<file path="config.mk">
export PLATFORM = sky130hd
export DESIGN_NAME = lcdbus_host_if
export DESIGN_NICKNAME = d
export VERILOG_FILES = /design/src/rtl/lcdbus_pkg.sv /design/src/rtl/lcdbus_edge_sync.sv /design/src/rtl/lcdbus_nibble_asm.sv /design/src/rtl/lcdbus_read_mux.sv /design/src/rtl/lcdbus_host_if.sv
export SDC_FILE = /design/constraint.sdc
export NUM_CORES = 1
export LEC_CHECK = 0
export BUFFER_PORTS_ARGS = -buffer_cell sky130_fd_sc_hd__buf_2
export CORE_UTILIZATION = 53
export CTS_CLUSTER_DIAMETER = 80
export DETAILED_ROUTE_END_ITERATION = 10
export PLACE_DENSITY = 0.8
export SYNTH_ARGS = -nofsm -noshare
export SYNTH_HDL_FRONTEND = slang
export SYNTH_HIERARCHICAL = 1
export SYNTH_SLANG_ARGS = --single-unit
</file>
<file path="constraint.sdc">
create_clock -name clk -period 1.8 [get_ports clk]
set_input_delay 0.18 -clock clk [delete_from_list [all_inputs] [get_ports clk]]
set_output_delay 0.18 -clock clk [all_outputs]
set_load 0.1 [all_outputs]
</file>
<file path="src/rtl/lcdbus_pkg.sv">
package lcdbus_pkg;
    localparam int DATA_W = 8;
    localparam int NIB_W  = DATA_W / 2;
    localparam int ADDR_W = DATA_W - 1;

    typedef enum logic [1:0] {
        ACC_INSTR_WR  = 2'b00,
        ACC_STATUS_RD = 2'b01,
        ACC_DATA_WR   = 2'b10,
        ACC_DATA_RD   = 2'b11
    } acc_kind_e;

    typedef struct packed {
        logic               valid;
        acc_kind_e          kind;
        logic [DATA_W-1:0]  bval;
    } bus_evt_t;

    function automatic acc_kind_e decode_access(input logic rs, input logic rw);
        return acc_kind_e'({rs, rw});
    endfunction

    function automatic logic is_read(input acc_kind_e k);
        return k[0];
    endfunction
endpackage

</file>
<file path="src/rtl/lcdbus_edge_sync.sv">
module lcdbus_edge_sync #(
    parameter int STAGES = 2
) (
    input  logic clk,
    input  logic rst,
    input  logic async_in,
    output logic level,
    output logic rise,
    output logic fall
);
    localparam int LAST = STAGES - 1;

    logic [LAST:0] chain;
    logic          prev;

    generate
        if (STAGES == 1) begin : g_single
            always_ff @(posedge clk) begin
                if (rst) chain <= '0;
                else     chain <= async_in;
            end
        end else begin : g_multi
            always_ff @(posedge clk) begin
                if (rst) chain <= '0;
                else     chain <= {chain[LAST-1:0], async_in};
            end
        end
    endgenerate

    always_ff @(posedge clk) begin
        if (rst) prev <= 1'b0;
        else     prev <= chain[LAST];
    end

    assign level = chain[LAST];
    assign rise  = chain[LAST] & ~prev;
    assign fall  = ~chain[LAST] & prev;
endmodule

</file>
<file path="src/rtl/lcdbus_nibble_asm.sv">
module lcdbus_nibble_asm
    import lcdbus_pkg::*;
(
    input  logic              clk,
    input  logic              rst,
    input  logic              wide_mode,
    input  logic              done,
    input  acc_kind_e         kind,
    input  logic [DATA_W-1:0] din,
    output bus_evt_t          evt,
    output logic              phase
);
    logic              wide_d;
    logic [NIB_W-1:0]  upper_q;
    logic              width_changed;

    assign width_changed = (wide_mode != wide_d);

    always_ff @(posedge clk) begin
        if (rst) begin
            wide_d  <= 1'b1;
            phase   <= 1'b0;
            upper_q <= '0;
            evt     <= '0;
        end else begin
            wide_d    <= wide_mode;
            evt.valid <= 1'b0;
            if (width_changed) begin
                phase <= 1'b0;
            end else if (done) begin
                if (wide_mode) begin
                    evt.valid <= 1'b1;
                    evt.kind  <= kind;
                    evt.bval  <= din;
                end else if (!phase) begin
                    upper_q <= din[DATA_W-1:NIB_W];
                    phase   <= 1'b1;
                end else begin
                    phase     <= 1'b0;
                    evt.valid <= 1'b1;
                    evt.kind  <= kind;
                    evt.bval  <= {upper_q, din[DATA_W-1:NIB_W]};
                end
            end
        end
    end

    // phase is clear after a width change and stays clear in full-width mode
    p_phase_clear_r9: assert property (@(posedge clk) disable iff (rst)
        (wide_mode != $past(wide_mode)) |=> !phase);
    p_wide_no_phase_r5: assert property (@(posedge clk) disable iff (rst)
        (wide_mode && $past(wide_mode) && $past(wide_mode, 2)) |-> !phase);
endmodule

</file>
<file path="src/rtl/lcdbus_read_mux.sv">
module lcdbus_read_mux
    import lcdbus_pkg::*;
(
    input  acc_kind_e         kind,
    input  logic              wide_mode,
    input  logic              phase,
    input  logic              busy,
    input  logic [ADDR_W-1:0] addr,
    input  logic [DATA_W-1:0] dreg,
    output logic [DATA_W-1:0] dout
);
    logic [DATA_W-1:0] src;

    always_comb begin
        src = (kind == ACC_DATA_RD) ? dreg : {busy, addr};
        if (wide_mode)
            dout = src;
        else if (!phase)
            dout = {src[DATA_W-1:NIB_W], {NIB_W{1'b0}}};
        else
            dout = {src[NIB_W-1:0], {NIB_W{1'b0}}};
    end
endmodule

</file>
<file path="src/rtl/lcdbus_host_if.sv">
module lcdbus_host_if
    import lcdbus_pkg::*;
#(
    parameter int SYNC_STAGES = 2
) (
    input  logic              clk,
    input  logic              rst,
    input  logic              bus_rs,
    input  logic              bus_rw,
    input  logic              bus_en,
    input  logic [DATA_W-1:0] bus_din,
    output logic [DATA_W-1:0] bus_dout,
    output logic              bus_oe,
    input  logic              wide_mode,
    input  logic              core_busy,
    input  logic [ADDR_W-1:0] core_addr,
    input  logic              rd_fill_vld,
    input  logic [DATA_W-1:0] rd_fill_byte,
    output logic              instr_wr_stb,
    output logic              data_wr_stb,
    output logic              data_rd_stb,
    output logic [DATA_W-1:0] wr_byte
);
    logic              en_level, en_rise, en_fall;
    acc_kind_e         kind_q;
    logic [DATA_W-1:0] din_hold;
    logic [DATA_W-1:0] dreg;
    bus_evt_t          evt;
    logic              phase;
    logic              dwr_evt;

    lcdbus_edge_sync #(.STAGES(SYNC_STAGES)) u_en_sync (
        .clk      (clk),
        .rst      (rst),
        .async_in (bus_en),
        .level    (en_level),
        .rise     (en_rise),
        .fall     (en_fall)
    );

    // access kind captured as enable is seen rising; data tracked while high
    always_ff @(posedge clk) begin
        if (rst) begin
            kind_q   <= ACC_INSTR_WR;
            din_hold <= '0;
        end else begin
            if (en_rise)  kind_q   <= decode_access(bus_rs, bus_rw);
            if (en_level) din_hold <= bus_din;
        end
    end

    lcdbus_nibble_asm u_asm (
        .clk       (clk),
        .rst       (rst),
        .wide_mode (wide_mode),
        .done      (en_fall),
        .kind      (kind_q),
        .din       (din_hold),
        .evt       (evt),
        .phase     (phase)
    );

    assign dwr_evt = evt.valid && (evt.kind == ACC_DATA_WR);

    always_ff @(posedge clk) begin
        if (rst)              dreg <= '0;
        else if (dwr_evt)     dreg <= evt.bval;
        else if (rd_fill_vld) dreg <= rd_fill_byte;
    end

    assign instr_wr_stb = evt.valid && (evt.kind == ACC_INSTR_WR);
    assign data_wr_stb  = dwr_evt;
    assign data_rd_stb  = evt.valid && (evt.kind == ACC_DATA_RD);
    assign wr_byte      = evt.bval;

    lcdbus_read_mux u_rmux (
        .kind      (kind_q),
        .wide_mode (wide_mode),
        .phase     (phase),
        .busy      (core_busy),
        .addr      (core_addr),
        .dreg      (dreg),
        .dout      (bus_dout)
    );

    assign bus_oe = en_level && !en_rise && is_read(kind_q);

    // strobes exclusive and single-cycle
    p_stb_onehot_r11: assert property (@(posedge clk) disable iff (rst)
        $onehot0({instr_wr_stb, data_wr_stb, data_rd_stb}));
    p_stb_pulse_r11: assert property (@(posedge clk) disable iff (rst)
        (instr_wr_stb || data_wr_stb || data_rd_stb) |=>
        !(instr_wr_stb || data_wr_stb || data_rd_stb));
    // pad not driven when a write completes
    p_oe_quiet_write_r7: assert property (@(posedge clk) disable iff (rst)
        (instr_wr_stb || data_wr_stb) |-> !bus_oe);
    // fill reaches the data register when no write competes
    p_fill_loads_r4: assert property (@(posedge clk) disable iff (rst)
        (rd_fill_vld && !dwr_evt) |=> (dreg == $past(rd_fill_byte)));
endmodule

</file>
Word-level counts from Yosys, hierarchy flattened

Index checks and enable logic that the tools add are counted.

Eq/ne operators: 4
Multiplexer cells: 8
Bitwise logic cells: 8
Reduce and logical (&&, ||, !) cells: 14

Operator list:

| kind               | count |
|---|---|
| $mux 8             | 5 |
| $mux 11            | 2 |
| $eq 2x2->1 const B | 3 |
| $not 1->1          | 6 |
| $logic_and 1x1->1  | 5 |
| $reduce_and 4->1   | 1 |
| $reduce_bool 2->1  | 2 |
| $reduce_and 3->1   | 1 |
| $reduce_or 3->1    | 1 |
| $and 1x1->1        | 2 |
| $logic_not 2->1    | 1 |
| $reduce_and 2->1   | 1 |
| $reduce_or 2->1    | 1 |
| $logic_not 1->1    | 1 |
| $mux 1             | 1 |
| $ne 1x1->1         | 1 |

Register bits: 38
Input bits: 31
Word-level logic and storage cells: 45

Depth between registers and ports, before layout

Gate-level depths: netlist of the first run.

Depth after elaboration: 5
Gate-level depth with buffers: 5

Hierarchy

Netlist of the first run, hierarchy kept.

By module, submodules not included:

| module            | times used | cells an instance | area an instance (um^2) | seq. area each (um^2) |
|---|---|---|---|---|
| lcdbus_host_if    | 1          | 74                | 869.6                   | 360.3 |
| lcdbus_nibble_asm | 1          | 98                | 838.3                   | 340.3 |
| lcdbus_read_mux   | 1          | 22                | 219.0                   | 0.0 |
| lcdbus_edge_sync  | 1          | 8                 | 91.3                    | 60.1 |

Worst setup path before layout of the first run

OpenSTA, ideal clock, no wires.

Path kind: reg-to-output
Start point: register, netlist name u_asm/evt[10]
End point: output port instr_wr_stb
Arrival: 2.696 ns
Data required time: 1.620 ns
Slack: -1.076 ns
Cell stages (with the launch flop): 3
Path through: dfxtp_1 -> buf_2 -> nor3b_1

Cells in the longest elaborated chain, start to end: 1

Ends and longest elaborated chain:

| element           | line                 | text |
|---|---|---|
| $logic_and 1x1->1 | lcdbus_host_if.sv:71 | `assign instr_wr_stb = evt.valid && (evt.kind == ACC_INSTR_WR);` |
| to (decl)         | lcdbus_host_if.sv:19 | `output logic instr_wr_stb,` |

No other way between the ends.

Worst setup path in the final report of the first run

Start point: register kind_q[0]
End point: output port bus_dout[4]

Cells in the longest elaborated chain, start to end: 4

Ends and longest elaborated chain:

| element                | line                  | text |
|---|---|---|
| from (decl)            | lcdbus_host_if.sv:25  | `acc_kind_e kind_q;` |
| from (signal assigned) | lcdbus_host_if.sv:47  | `if (en_rise) kind_q <= decode_access(bus_rs, bus_rw);` |
| $eq 2x2->1 (*)         | lcdbus_read_mux.sv:15 | `src = (kind == ACC_DATA_RD) ? dreg : {busy, addr};` |
| $mux 8 (*)             | lcdbus_read_mux.sv:15 |  |
| $mux 8                 | lcdbus_read_mux.sv:18 | `else if (!phase)` |
| $mux 8 (*)             | lcdbus_read_mux.sv:16 | `if (wide_mode)` |
| to (decl)              | lcdbus_host_if.sv:12  | `output logic [DATA_W-1:0] bus_dout,` |

Mark *: on every way between the ends. The rest lies on a longest branch, timed or not.

==> results by stage, run 1 <==
Run status:
- The run finished with clean final reports.

Yosys:
- The dominant cell type by area after synthesis is sky130_fd_sc_hd__dfxtp_1.
- Yosys mapped a number of flops with a built-in enable equal to 0.
- Counting every instance in the synthesized netlist gives 202.
- The post-synthesis instance area is 0.00202 mm2.
- The mean post-synth cell area is 9.99 um2.
- The predominant post-synthesis flop cell is sky130_fd_sc_hd__dfxtp_1.
- After synthesis, the share of flip-flops with an asynchronous set or reset is 0.
- The number of nets produced by synthesis is 233.
- The portion of the post-synthesis area used by sequential elements is 0.377.
- In this run, distinct cell masters in the synthesized netlist total 35.
- For this run, the number of Yosys warnings is 6.
- After synthesis, the most frequently instantiated cells are sky130_fd_sc_hd__dfxtp_1, sky130_fd_sc_hd__mux2i_1, sky130_fd_sc_hd__nor2_1.
- By area the synthesized netlist is led by sky130_fd_sc_hd__dfxtp_1, sky130_fd_sc_hd__mux2i_1, sky130_fd_sc_hd__a211oi_2.
- Among all cell types in the netlist, the one instantiated most often is sky130_fd_sc_hd__dfxtp_1.
- Of the post-synthesis cell area, the dominant cell type holds 0.377.
- The total of flip-flops plus latches after synthesis is 38.

Global routing:
- The total overflow left after global routing is 0.
- Across every metal layer, demand over resource in global routing totals 0.221.
- The first global-routing pass estimated 7010 um of wire.
- The pin count of the biggest net entering global routing is 32.
- The initial antenna violation count is 0.
- The via count of the first global-routing pass is 1522.

Detailed routing:
- For this run, design rule violations remaining after detail routing come to 0.
- The routed metal-1 wire length is 1950 um.
- The final route contains 1668 vias.
- The count of nets left with antenna violations once routing finished came out at 0.
- Dividing the detail-routed via count by the number of cells gives 5.62.
- The detailed route wirelength on metal3 is 244 um.
- The per-cell routed wire length is 14.4 um.
- Summed over all layers, the routed wires come to 4280 um.
- After detailed routing, the met2 layer carries 2060 um of wire.
- The first TritonRoute pass finished after 4 iterations.
- The highest metal layer with signal wires is met4.
- After the first detailed-routing iteration, the DRC count stood at 73.

Critical path:
- The critical path launch point type is a flop.
- The setup path with the least slack is of type flop to primary output.
- The endpoint type of the worst setup path is a primary output.
- Of all nets on the critical path, the largest fanout is 4.
- Data arrives at the worst endpoint at 1570 ps.
- The critical path required time is 1620 ps.

Clock network:
- The maximum root-to-sink buffer count is 2.
- The clock tree from TritonCTS is done.
- Clock-pin slew was measured on the worst setup and hold paths at 70 ps.
- The tree built by TritonCTS fans out to 38 sinks.
- The total of hold buffers inserted after clock tree synthesis is 0.
- Counting the buffers created by CTS gives 5.
- The clock tree synthesis step divided the H-tree into 2 levels.
- The number of buffers inserted by post-CTS setup repair is 0.
- For the worst-skew pair, the clock arrives at the later sink with an insertion delay of 290 ps.
- The clock tree root driver cell is sky130_fd_sc_hd__clkbuf_8.

Placed design:
- The worst setup slack before clock tree synthesis is 205 ps.
- The congestion estimate from routability-driven global placement came to 0.816.
- The count of input and output buffers is 50.
- The number of placed instances with taps included is 290.
- The placed wire-length estimate is 3160 um.

Job:
- Across the run, the number of max-cap violations was 0.

Timing:
- The upper clock frequency limit is 0.572 GHz.
- The final critical-path share of the clock period is 0.971.
- The worst slew slack as a fraction of its limit is 0.645.
- The tightest hold margin is 111 ps.
- The number of hold violations in the final report came to 0.
- Subtracting the final worst setup slack from the clock period gives 1750 ps.
- Setup violations remaining at the end of the flow were counted as 0.
- The clock tree skew after final layout is 4.16 ps.
- The number of max-slew violations in the final report is 0.
- Setup repair after global routing could not meet its margin everywhere.
- The post-route worst setup slack is 51.3 ps.
- The slew at the pin closest to its max-slew limit is 533 ps.

Floorplan:
- The initial standard-cell utilization of the core is 0.551.
- In this run the core area contains 22 standard-cell rows.
- The core area is 0.00366 mm2.
- The die covers 0.00406 mm2.
- The floorplan step set the die height to 63.7 um.
- 51 I/O pins were placed.
- The die is 63.7 um wide.

Cells and area:
- From synthesis to final layout, the design area changed by 21.4%.
- The final net count is 280.
- 0 antenna diodes ended up in the layout.
- Counting the fill cells in the layout gives 290.
- The combined area of the multi-input logic cells is 0.00115 mm2.
- Summing all flip-flop and latch instances after layout gives 763 um2.
- The finished layout holds 297 standard cells, fillers aside.
- In the final layout, the share of cells above drive strength 1 is 0.386.

Min path:
- The min-delay analysis places its worst path in the category input pin to flop.

Pwr:
- The leakage power of the design is 1.07 nW.
- The largest voltage drop on the vdd net is 584 uV.
- In this run the power density over the cells is 701 mW/mm2.
-- metrics by stage --
stage	power [W]	util	setup TNS [ps]	area [um2]
2_1_floorplan	0.00111	-	-71.0	2040
3_3_place_gp	0.00119	0.645	0	2360
3_5_place_dp	0.00120	0.645	0	2360
4_1_cts	0.00173	0.668	0	2450
5_1_grt	0.00179	0.669	-11.3	2450
6_report	0.00172	0.669	0	2450
-- report_power, final --
group | internal, W | leakage [nW] | total (W) | switching [W]
combinational | 0.000113 | 0.716 | 0.000292 | 0.000179
sequential | 0.000866 | 0.310 | 0.000886 | 0.0000201
clock | 0.000266 | 0.0383 | 0.000539 | 0.000273
-- repair_timing --
item	CTS	global route
resized for setup	3	2
pin swaps	0	1
endpoints found under the setup margin	4	6
-- worst paths after layout --
path	end	cells past startpoint	startpoint	slack, ps
setup reg to reg	u_asm/evt[6]	5	u_en_sync/prev	190
setup / recovery	bus_dout[4]	3	kind_q[0]	50
hold / removal	u_en_sync/chain[0]	2	bus_en	110
hold reg to reg	u_en_sync/chain[1]	1	u_en_sync/chain[0]	480
-- critical path: stages (launching register included) --
cell and delay [ps]:
sky130_fd_sc_hd__dfxtp_2 350, sky130_fd_sc_hd__and2_4 190, sky130_fd_sc_hd__mux4_2 550, sky130_fd_sc_hd__buf_12 190
-- layout make-up --
| class | count | area share |
|---|---|---|
| flip-flops and latches | 38 | 0.312 |
| well taps | 48 | 0.0245 |
| clock buffers | 7 | 0.0312 |
| multi-input cells | 141 | 0.470 |
| repair buffers | 60 | 0.158 |
| inverters | 3 | 0.00460 |
-- sequential cells by signal (all words and copies together) (netlist names) --
signal,cells
kind_q,2
u_asm/phase,1
u_asm/upper_q,4
u_en_sync/chain,2
din_hold,8
dreg,8
u_asm/wide_d,1
u_en_sync/prev,1
u_asm/evt,11
-- per-layer routing --
metal / vias up / track usage
met2: 59 / 0.372
met4: 0 / 0.0824
met3: 4 / 0.0562
met1: 772 / 0.270
li1: 833 / -
met5: - / 0
-- cell usage in the layout, fill, tap and decap left out, types with 2 or more instances in the layout --
master / Yosys / final
sky130_fd_sc_hd__nand3_1: 6 / 6
sky130_fd_sc_hd__and4bb_1: 7 / 7
sky130_fd_sc_hd__a21oi_2: 0 / 4
sky130_fd_sc_hd__clkbuf_8: 0 / 5
sky130_fd_sc_hd__dfxtp_2: 0 / 2
sky130_fd_sc_hd__mux2i_1: 22 / 22
sky130_fd_sc_hd__buf_2: 8 / 45
sky130_fd_sc_hd__nand2_1: 2 / 2
sky130_fd_sc_hd__buf_12: 0 / 4
sky130_fd_sc_hd__dfxtp_1: 38 / 36
sky130_fd_sc_hd__nor2_1: 22 / 22
sky130_fd_sc_hd__mux4_2: 4 / 4
sky130_fd_sc_hd__nor3_1: 9 / 9
sky130_fd_sc_hd__a211oi_2: 8 / 8
sky130_fd_sc_hd__a21oi_1: 9 / 5
sky130_fd_sc_hd__inv_1: 3 / 3
sky130_fd_sc_hd__clkbuf_1: 5 / 2
sky130_fd_sc_hd__nand4b_1: 8 / 8
sky130_fd_sc_hd__a21bo_2: 4 / 4
sky130_fd_sc_hd__o21ai_0: 9 / 9
sky130_fd_sc_hd__nor4_1: 8 / 8
sky130_fd_sc_hd__buf_4: 2 / 10
sky130_fd_sc_hd__nor2b_1: 8 / 7
-- logic make-up (layout without fill, tap and decap cells) --
family          Yosys count  in the layout  synth area share
mux                      26             26             0.154
flops                    38             38             0.377
compound gates           31             31             0.118
simple gates             84             84             0.285
buf+inv                  23             70            0.0663
No activity file was read; power rests on OpenSTA's default activity.
==> run 2, diff against run 1 <==
==> constraint.sdc (replaced) <==
create_clock -name clk -period 1.8 [get_ports clk]
set_input_delay 0.18 -clock clk [delete_from_list [all_inputs] [get_ports clk]]
set_output_delay 0.18 -clock clk [all_outputs]
set_load 0.005 [all_outputs]
==> results by stage, run 2 (same netlist as run 1, synthesis figures left out) <==
Run status:
- The run finished with clean final reports.

Detailed routing:
- The count of routing violations after the opening detailed-route iteration is 62 (-15%).
- The first-pass iteration count of the detailed router is 4 (unchanged).
- The wire length after detailed routing was 4080 um (-4.8%).
- The via total after detailed routing is 1654 (-0.84%).
- The per-cell routed wire length was 13.8 um (-4.2%).
- The via count normalized by instance count is 5.61 (-0.17%).
- The DRC violation count after routing was 0 (unchanged).
- The antenna violation net count after detailed routing is 0 (unchanged).

Critical path:
- The minimum setup slack among reg-to-reg paths is 350 ps (+160 ps).
- The worst reg2reg path depth is 3 (-2).
- The maximum fanout count along the critical path is 6 (+2).
- STA classifies the critical path startpoint as a flop.
- The critical path required time is 1620 ps (about the same).
- In this run the critical register-to-register path is launched from u_asm/wide_d.
- Tracing the worst setup path back leads to its startpoint at u_asm/phase.
- The critical path is of the flop to primary output type.
- The signal arrival time at the worst endpoint came to 1530 ps (-40 ps).
- The capturing point of the worst reg2reg path is u_asm/evt[1].
- The endpoint type of the worst setup path is a primary output.

Cells and area:
- The layout cell share with drive strength beyond 1 is 0.360 (-0.0252).
- Leaving out fill and tap cells, the most frequent cells in the layout are sky130_fd_sc_hd__buf_2, sky130_fd_sc_hd__dfxtp_1, sky130_fd_sc_hd__mux2i_1, sky130_fd_sc_hd__nor2_1.
- The flip-flop count of the largest register, all copies and words added is 11 (unchanged).
- In the final layout, the registers with the most flip-flops are u_asm/evt (11), din_hold (8), dreg (8).
- The area added between synthesis and finish is 17.5%.
- The commonest non-fill, non-tap cell in the layout is sky130_fd_sc_hd__buf_2.
- The final net count is 277 (-1.1%).
- The register with the most flip-flops is u_asm/evt.
- The final antenna diode count is 0 (unchanged).
- The number of standard cells in the final layout excluding fillers is 295 (-0.67%).
- The final standard cell utilization of the core came to 0.648 (-0.0215).

Timing:
- The clock tree skew after final layout is 4.02 ps (-0.136 ps).
- Setup repair after global routing left no endpoint under its margin.
- The tightest hold margin is 97.0 ps (-13.6 ps).
- The worst slew slack as a fraction of its limit is 0.672 (+0.0272).
- The upper clock frequency limit is 0.586 GHz (+2.4%).
- The number of hold violations in the final report was 0 (unchanged).
- The final sum of negative setup slack was 0 ps (unchanged).
- The number of max-slew violations in the final report is 0 (unchanged).
- The slew at the pin closest to its max-slew limit came to 492 ps (-40.8 ps).
- The total of endpoints with negative setup slack in the final report was 0 (unchanged).
- The minimum clock period was 1710 ps (-41.7 ps).
- The final critical-path share of the clock period came to 0.948 (-0.0232).

Min path:
- The hold path startpoint is bus_en.
- The endpoint with the worst hold slack is u_en_sync/chain[0].
- The tightest min-delay check is of the input pin to flop type.
- The number of stages on the worst hold path is 2 (unchanged).

Global routing:
- The wire length of the first global-routing pass is 7050 um (+0.58%).
- The total congestion overflow after global routing is 0 (unchanged).
- The via count of the first global-routing pass came to 1527 (+0.33%).
- The total routing resource utilization after global routing is 0.224 (+0.00284).
- The initial antenna violation count is 0 (unchanged).
- The pin count of the biggest net entering global routing is 30 (-6.3%).

Floorplan:
- The overall die area is 0.00406 mm2 (unchanged).
- The die height came to 63.7 um (unchanged).
- The initial standard-cell utilization of the core is 0.551 (unchanged).
- The x dimension of the die is 63.7 um (unchanged).
- The boundary pin count was 51 (unchanged).
- The core area is 0.00366 mm2 (unchanged).
- The number of rows in the core area came to 22 (unchanged).

Pwr:
- The overall power of the completed layout was 0.00174 W (+1.3%).
- The power density over the cells is 734 mW/mm2 (+4.7%).
- The largest voltage drop on the vdd net is 547 uV (-6.3%).
- The leakage power of the design is 1.04 nW (-2.2%).

Clock network:
- The number of buffers inserted by post-CTS setup repair was 0 (unchanged).
- The total of cells resized after clock tree synthesis was 1 (-2).
- The root buffer cell chosen for the clock tree is sky130_fd_sc_hd__clkbuf_8.
- The clock latency reported for the late side of the worst-skew pair is 290 ps (about the same).
- The number of H-tree levels is 2 (unchanged).
- The number of sinks on the clock net is 38 (unchanged).
- The maximum root-to-sink buffer count is 2 (unchanged).
- The register clock-pin slew on the reported worst setup and hold paths came to 70 ps (about the same).
- The CTS buffer count is 5 (unchanged).
- The clock tree from TritonCTS is done.
- The total of hold buffers inserted after clock tree synthesis is 0 (unchanged).

Placed design:
- The global placer's final weighted congestion is 0.804 (-1.4%).
- The count of input and output buffers came to 50 (unchanged).
- The placed wire-length estimate was 2880 um (-8.9%).
- The number of placed instances with taps included is 287 (-1.0%).

Job:
- The number of maximum-capacitance constraint violations is 0 (unchanged).
==> run 2: cell type report <==
| cell class | count | area [um2] |
|---|---|---|
| clock buffers | 8 | 110 |
| multi-input cells | 141 | 1130 |
| repair buffers | 57 | 303 |
| inverters | 3 | 11.3 |
| flip-flops and latches | 38 | 761 |
| fillers | 292 | 1290 |
| well taps | 48 | 60.1 |
==> run 2: worst max path at each step <==
stage / end / cells after the start
2_1_floorplan: bus_dout[4] / 4
3_3_place_gp: bus_dout[5] / 3
3_5_place_dp: bus_dout[6] / 3
4_1_cts: bus_dout[6] / 3
5_1_grt: bus_dout[5] / 3
6_report: bus_dout[6] / 3
==> run 2: layer usage <==
layer / track usage / up-vias / share of wire
met2: 0.363 / 61 / 0.47
met5: 0 / - / 0
met4: 0.0568 / 0 / 0.0074
met3: 0.0797 / 2 / 0.062
met1: 0.281 / 761 / 0.46
li1: - / 830 / -
==> run 2: power by group <==
| part | total [W] | switching (W) | leakage, nW | internal, W |
|---|---|---|---|---|
| logic | 0.000178 | 0.0000864 | 0.675 | 0.0000919 |
| clock network | 0.000676 | 0.000290 | 0.0575 | 0.000386 |
| registers | 0.000886 | 0.0000203 | 0.309 | 0.000866 |
==> run 2: critical path, cell delays in order, from the launching register on <==
cell and delay [ps]:
sky130_fd_sc_hd__dfxtp_1 450, sky130_fd_sc_hd__nor2b_2 310, sky130_fd_sc_hd__mux4_2 340, sky130_fd_sc_hd__buf_2 140
==> run 2: per-stage QoR <==
stage | setup WS (ps) | area (um2)
floorplan | 409 | 2020
global placement | 342 | 2260
detailed placement | 300 | 2260
CTS | 75.6 | 2370
global route | 15.9 | 2370
finish | 93.0 | 2370
==> run 3, diff against run 2 <==
--- a/config.mk
+++ b/config.mk
@@ -5,11 +5,11 @@
 export SDC_FILE = /design/constraint.sdc
 export NUM_CORES = 1
 export LEC_CHECK = 0
-export BUFFER_PORTS_ARGS = -buffer_cell sky130_fd_sc_hd__buf_2
-export CORE_UTILIZATION = 53
+export CORE_UTILIZATION = 55
 export CTS_CLUSTER_DIAMETER = 80
 export DETAILED_ROUTE_END_ITERATION = 10
-export PLACE_DENSITY = 0.8
+export DONT_BUFFER_PORTS = 1
+export PLACE_DENSITY = 0.7
 export SYNTH_ARGS = -nofsm -noshare
 export SYNTH_HDL_FRONTEND = slang
 export SYNTH_HIERARCHICAL = 1
==> results by stage, run 3 (same netlist as run 1, synthesis figures left out) <==
Pwr:
- The largest voltage drop on the vdd net is 477 uV (-13%).
- The portion of total power attributed to combinational logic is 0.094 (-0.008).
- The power density over the cells is 728 mW/mm2 (-0.78%).
- The switching part of the total power is 0.227 (-0.000810).
- The clock network power share is 0.354 (-0.035).
- The leakage power of the design is 0.855 nW (-18%).
- The net switching power figure is 0.000365 W (-7.9%).
- The sequential share of power is 0.552 (+0.043).
- The internal power summed over all cells is 0.00124 W (-7.5%).

Cells and area:
- The commonest non-fill, non-tap cell in the layout is sky130_fd_sc_hd__dfxtp_1.
- The flip-flop count of the largest register, all copies and words added is 11 (unchanged).
- The area taken by flip-flops and latches is 761 um2 (unchanged).
- The largest registers in the layout are u_asm/evt (11), din_hold (8), dreg (8).
- The combined area of the multi-input logic cells is 0.00113 mm2 (unchanged).
- The final standard cell utilization of the core came to 0.647 (-0.00112).
- The final net count came to 238 (-14%).
- The area added between synthesis and finish is 9.42%.
- The layout cell share with drive strength beyond 1 is 0.173 (-0.187).
- The number of standard cells in the final layout excluding fillers was 254 (-14%).
- The register with the most flip-flops is u_asm/evt.
- The filler cell count came to 275 (-5.8%).
- The final antenna diode count is 0 (unchanged).
- The top cell types in the final layout, fill and taps aside, are sky130_fd_sc_hd__dfxtp_1, sky130_fd_sc_hd__mux2i_1, sky130_fd_sc_hd__nor2_1.

Timing:
- The final critical-path share of the clock period is 0.936 (-0.0122).
- Setup repair after global routing left no endpoint under its margin.
- The post-route worst setup slack came to 115 ps (+21.9 ps).
- The total of endpoints with negative setup slack in the final report is 0 (unchanged).
- The final sum of negative setup slack is 0 ps (unchanged).
- The upper clock frequency limit is 0.593 GHz (+1.3%).
- The worst slew slack as a fraction of its limit is 0.706 (+0.0346).
- The slew at the pin closest to its max-slew limit is 438 ps (-54.4 ps).
- The minimum clock period was 1690 ps (-21.9 ps).
- The number of max-slew violations in the final report is 0 (unchanged).
- The number of hold violations in the final report was 0 (unchanged).
- The clock tree skew after final layout was 6.73 ps (+2.71 ps).

Floorplan:
- The x dimension of the die is 62.6 um (-1.8%).
- The initial standard-cell utilization of the core came to 0.591 (+0.0396).
- The core area is 0.00342 mm2 (-6.7%).
- The overall die area was 0.00392 mm2 (-3.5%).
- The die height is 62.6 um (-1.8%).
- The boundary pin count is 51 (unchanged).
- The number of rows in the core area is 21 (-4.5%).

Clock network:
- The number of H-tree levels is 2 (unchanged).
- The clock latency reported for the late side of the worst-skew pair is 350 ps (+60 ps).
- The number of sinks on the clock net came to 38 (unchanged).
- The register clock-pin slew on the reported worst setup and hold paths is 110 ps (+40 ps).
- The clock tree from TritonCTS is done.
- The clock tree root driver cell is sky130_fd_sc_hd__clkbuf_4.
- The maximum root-to-sink buffer count is 2 (unchanged).
- The CTS buffer count is 5 (unchanged).

Critical path:
- The minimum setup slack among reg-to-reg paths is 260 ps (-90 ps).
- For this design, the slowest cell found on the critical path is sky130_fd_sc_hd__dfxtp_1.
- The maximum fanout count along the critical path was 6 (unchanged).
- The critical path goes through nor2b_2 -> mux4_2.
- The delay of the slowest cell on the worst path is 470 ps (+20 ps).
- The signal arrival time at the worst endpoint came to 1510 ps (-20 ps).
- The setup path with the least slack is of type flop to primary output.
- The endpoint type of the worst setup path is a primary output.
- In this design, the largest share of critical-path delay is due to flip-flops.
- STA classifies the critical path startpoint as a flop.
- The critical path required time is 1620 ps (about the same).
- The combined buffer and inverter count along the critical path is 0 (-1).

Placed design:
- The placed wire-length estimate is 3080 um (+7.0%).
- The count of input and output buffers came to 0 (-100%).
- The number of placed instances with taps included is 233 (-19%).
- The worst setup slack before clock tree synthesis is 280 ps (-19.9 ps).
- The global placer's final weighted congestion came to 0.796 (-1.0%).

Detailed routing:
- The antenna violation net count after detailed routing is 0 (unchanged).
- The wire length after detailed routing is 4460 um (+9.3%).
- The via count normalized by instance count was 6.23 (+11%).
- The per-cell routed wire length was 17.6 um (+27%).
- The count of routing violations after the opening detailed-route iteration is 64 (+3.2%).
- The DRC violation count after routing is 0 (unchanged).
- The first-pass iteration count of the detailed router is 4 (unchanged).
- The via total after detailed routing is 1582 (-4.4%).

Global routing:
- The total congestion overflow after global routing is 0 (unchanged).
- The wire length of the first global-routing pass came to 7440 um (+5.5%).
- The total routing resource utilization after global routing came to 0.245 (+0.0210).
- The via count of the first global-routing pass is 1568 (+2.7%).
- The initial antenna violation count came to 0 (unchanged).
- The pin count of the biggest net entering global routing is 38 (+27%).

Min path:
- The path class of the tightest hold or removal check is input pin to flop.

Run status:
- The run finished with clean final reports.

Job:
- The number of maximum-capacitance constraint violations is 0 (unchanged).
==> run 3: changes by cell type in the layout (fill, tap and decap cells not counted) <==
cell	before	now
sky130_fd_sc_hd__buf_12	0	1
sky130_fd_sc_hd__buf_2	50	0
sky130_fd_sc_hd__buf_4	7	5
sky130_fd_sc_hd__bufinv_16	0	1
sky130_fd_sc_hd__clkbuf_1	0	2
sky130_fd_sc_hd__clkbuf_4	0	5
sky130_fd_sc_hd__clkbuf_8	8	0
sky130_fd_sc_hd__dlygate4sd3_1	0	12
==> run 3: worst reg2reg max path, cell delays in order (launching register included) <==
cell and delay [ps]:
sky130_fd_sc_hd__dfxtp_1 330, sky130_fd_sc_hd__nor2b_1 130, sky130_fd_sc_hd__buf_4 250, sky130_fd_sc_hd__nor4b_4 430
sky130_fd_sc_hd__mux2i_1 260, sky130_fd_sc_hd__nor2_1 60
==> run 3: area by class of cell <==
class / instances / share of cell area
Sequential cell: 38 / 0.344
Multi-Input combinational cell: 141 / 0.510
Tap cell: 46 / 0.0261
Timing Repair Buffer: 18 / 0.0805
Clock buffer: 7 / 0.0204
Inverter: 3 / 0.00510
Clock inverter: 1 / 0.0136
==> run 3: final timing paths <==
| path | depth (start not counted) | startpoint | end |
|---|---|---|---|
| worst max-delay path | 2 | u_asm/phase | bus_dout[4] |
| worst min-delay path | 2 | rst | u_asm/evt[9] |
| worst min register to register | 1 | u_en_sync/chain[0] | u_en_sync/chain[1] |
| worst max register to register | 5 | u_en_sync/prev | u_asm/upper_q[3] |
==> run 3: repair_timing <==
item / 4_1_cts / 5_1_grt
setup buffers: 0 / 0
setup endpoints to repair: 0 / 4
gates resized for setup: 0 / 1
hold buffers: 13 / 0
endpoints found under the hold margin: 37 / 0
==> run 3: through the flow <==
| step | power [W] | hold slack [ps] | area [um2] |
|---|---|---|---|
| after floorplan | 0.00102 | 252 | 2020 |
| after global placement | 0.00101 | 249 | 1990 |
| after global routing | 0.00168 | 4.30 | 2210 |
| after detailed placement | 0.00102 | 250 | 1990 |
| after CTS | 0.00162 | 12.6 | 2210 |
| final | 0.00161 | 17.2 | 2210 |
==> run 3: power by group through the flow <==
stage                     Sequential [W]  Clock, W  Combinational [W]
after global placement          0.000906         0           0.000107
after floorplan                 0.000896         0           0.000126
after CTS                       0.000888  0.000581           0.000151
final                           0.000888  0.000569           0.000152
after detailed placement        0.000907         0           0.000112
after global routing            0.000892  0.000623           0.000166
==> run 3: metal layers <==
layer  part of all wire  vias to the layer above  track usage
li1                   -                      750            -
met1               0.40                      761        0.289
met2               0.51                       62        0.417
met3              0.076                        9       0.0785
met4              0.016                        0       0.0843
met5                  0                        -            0
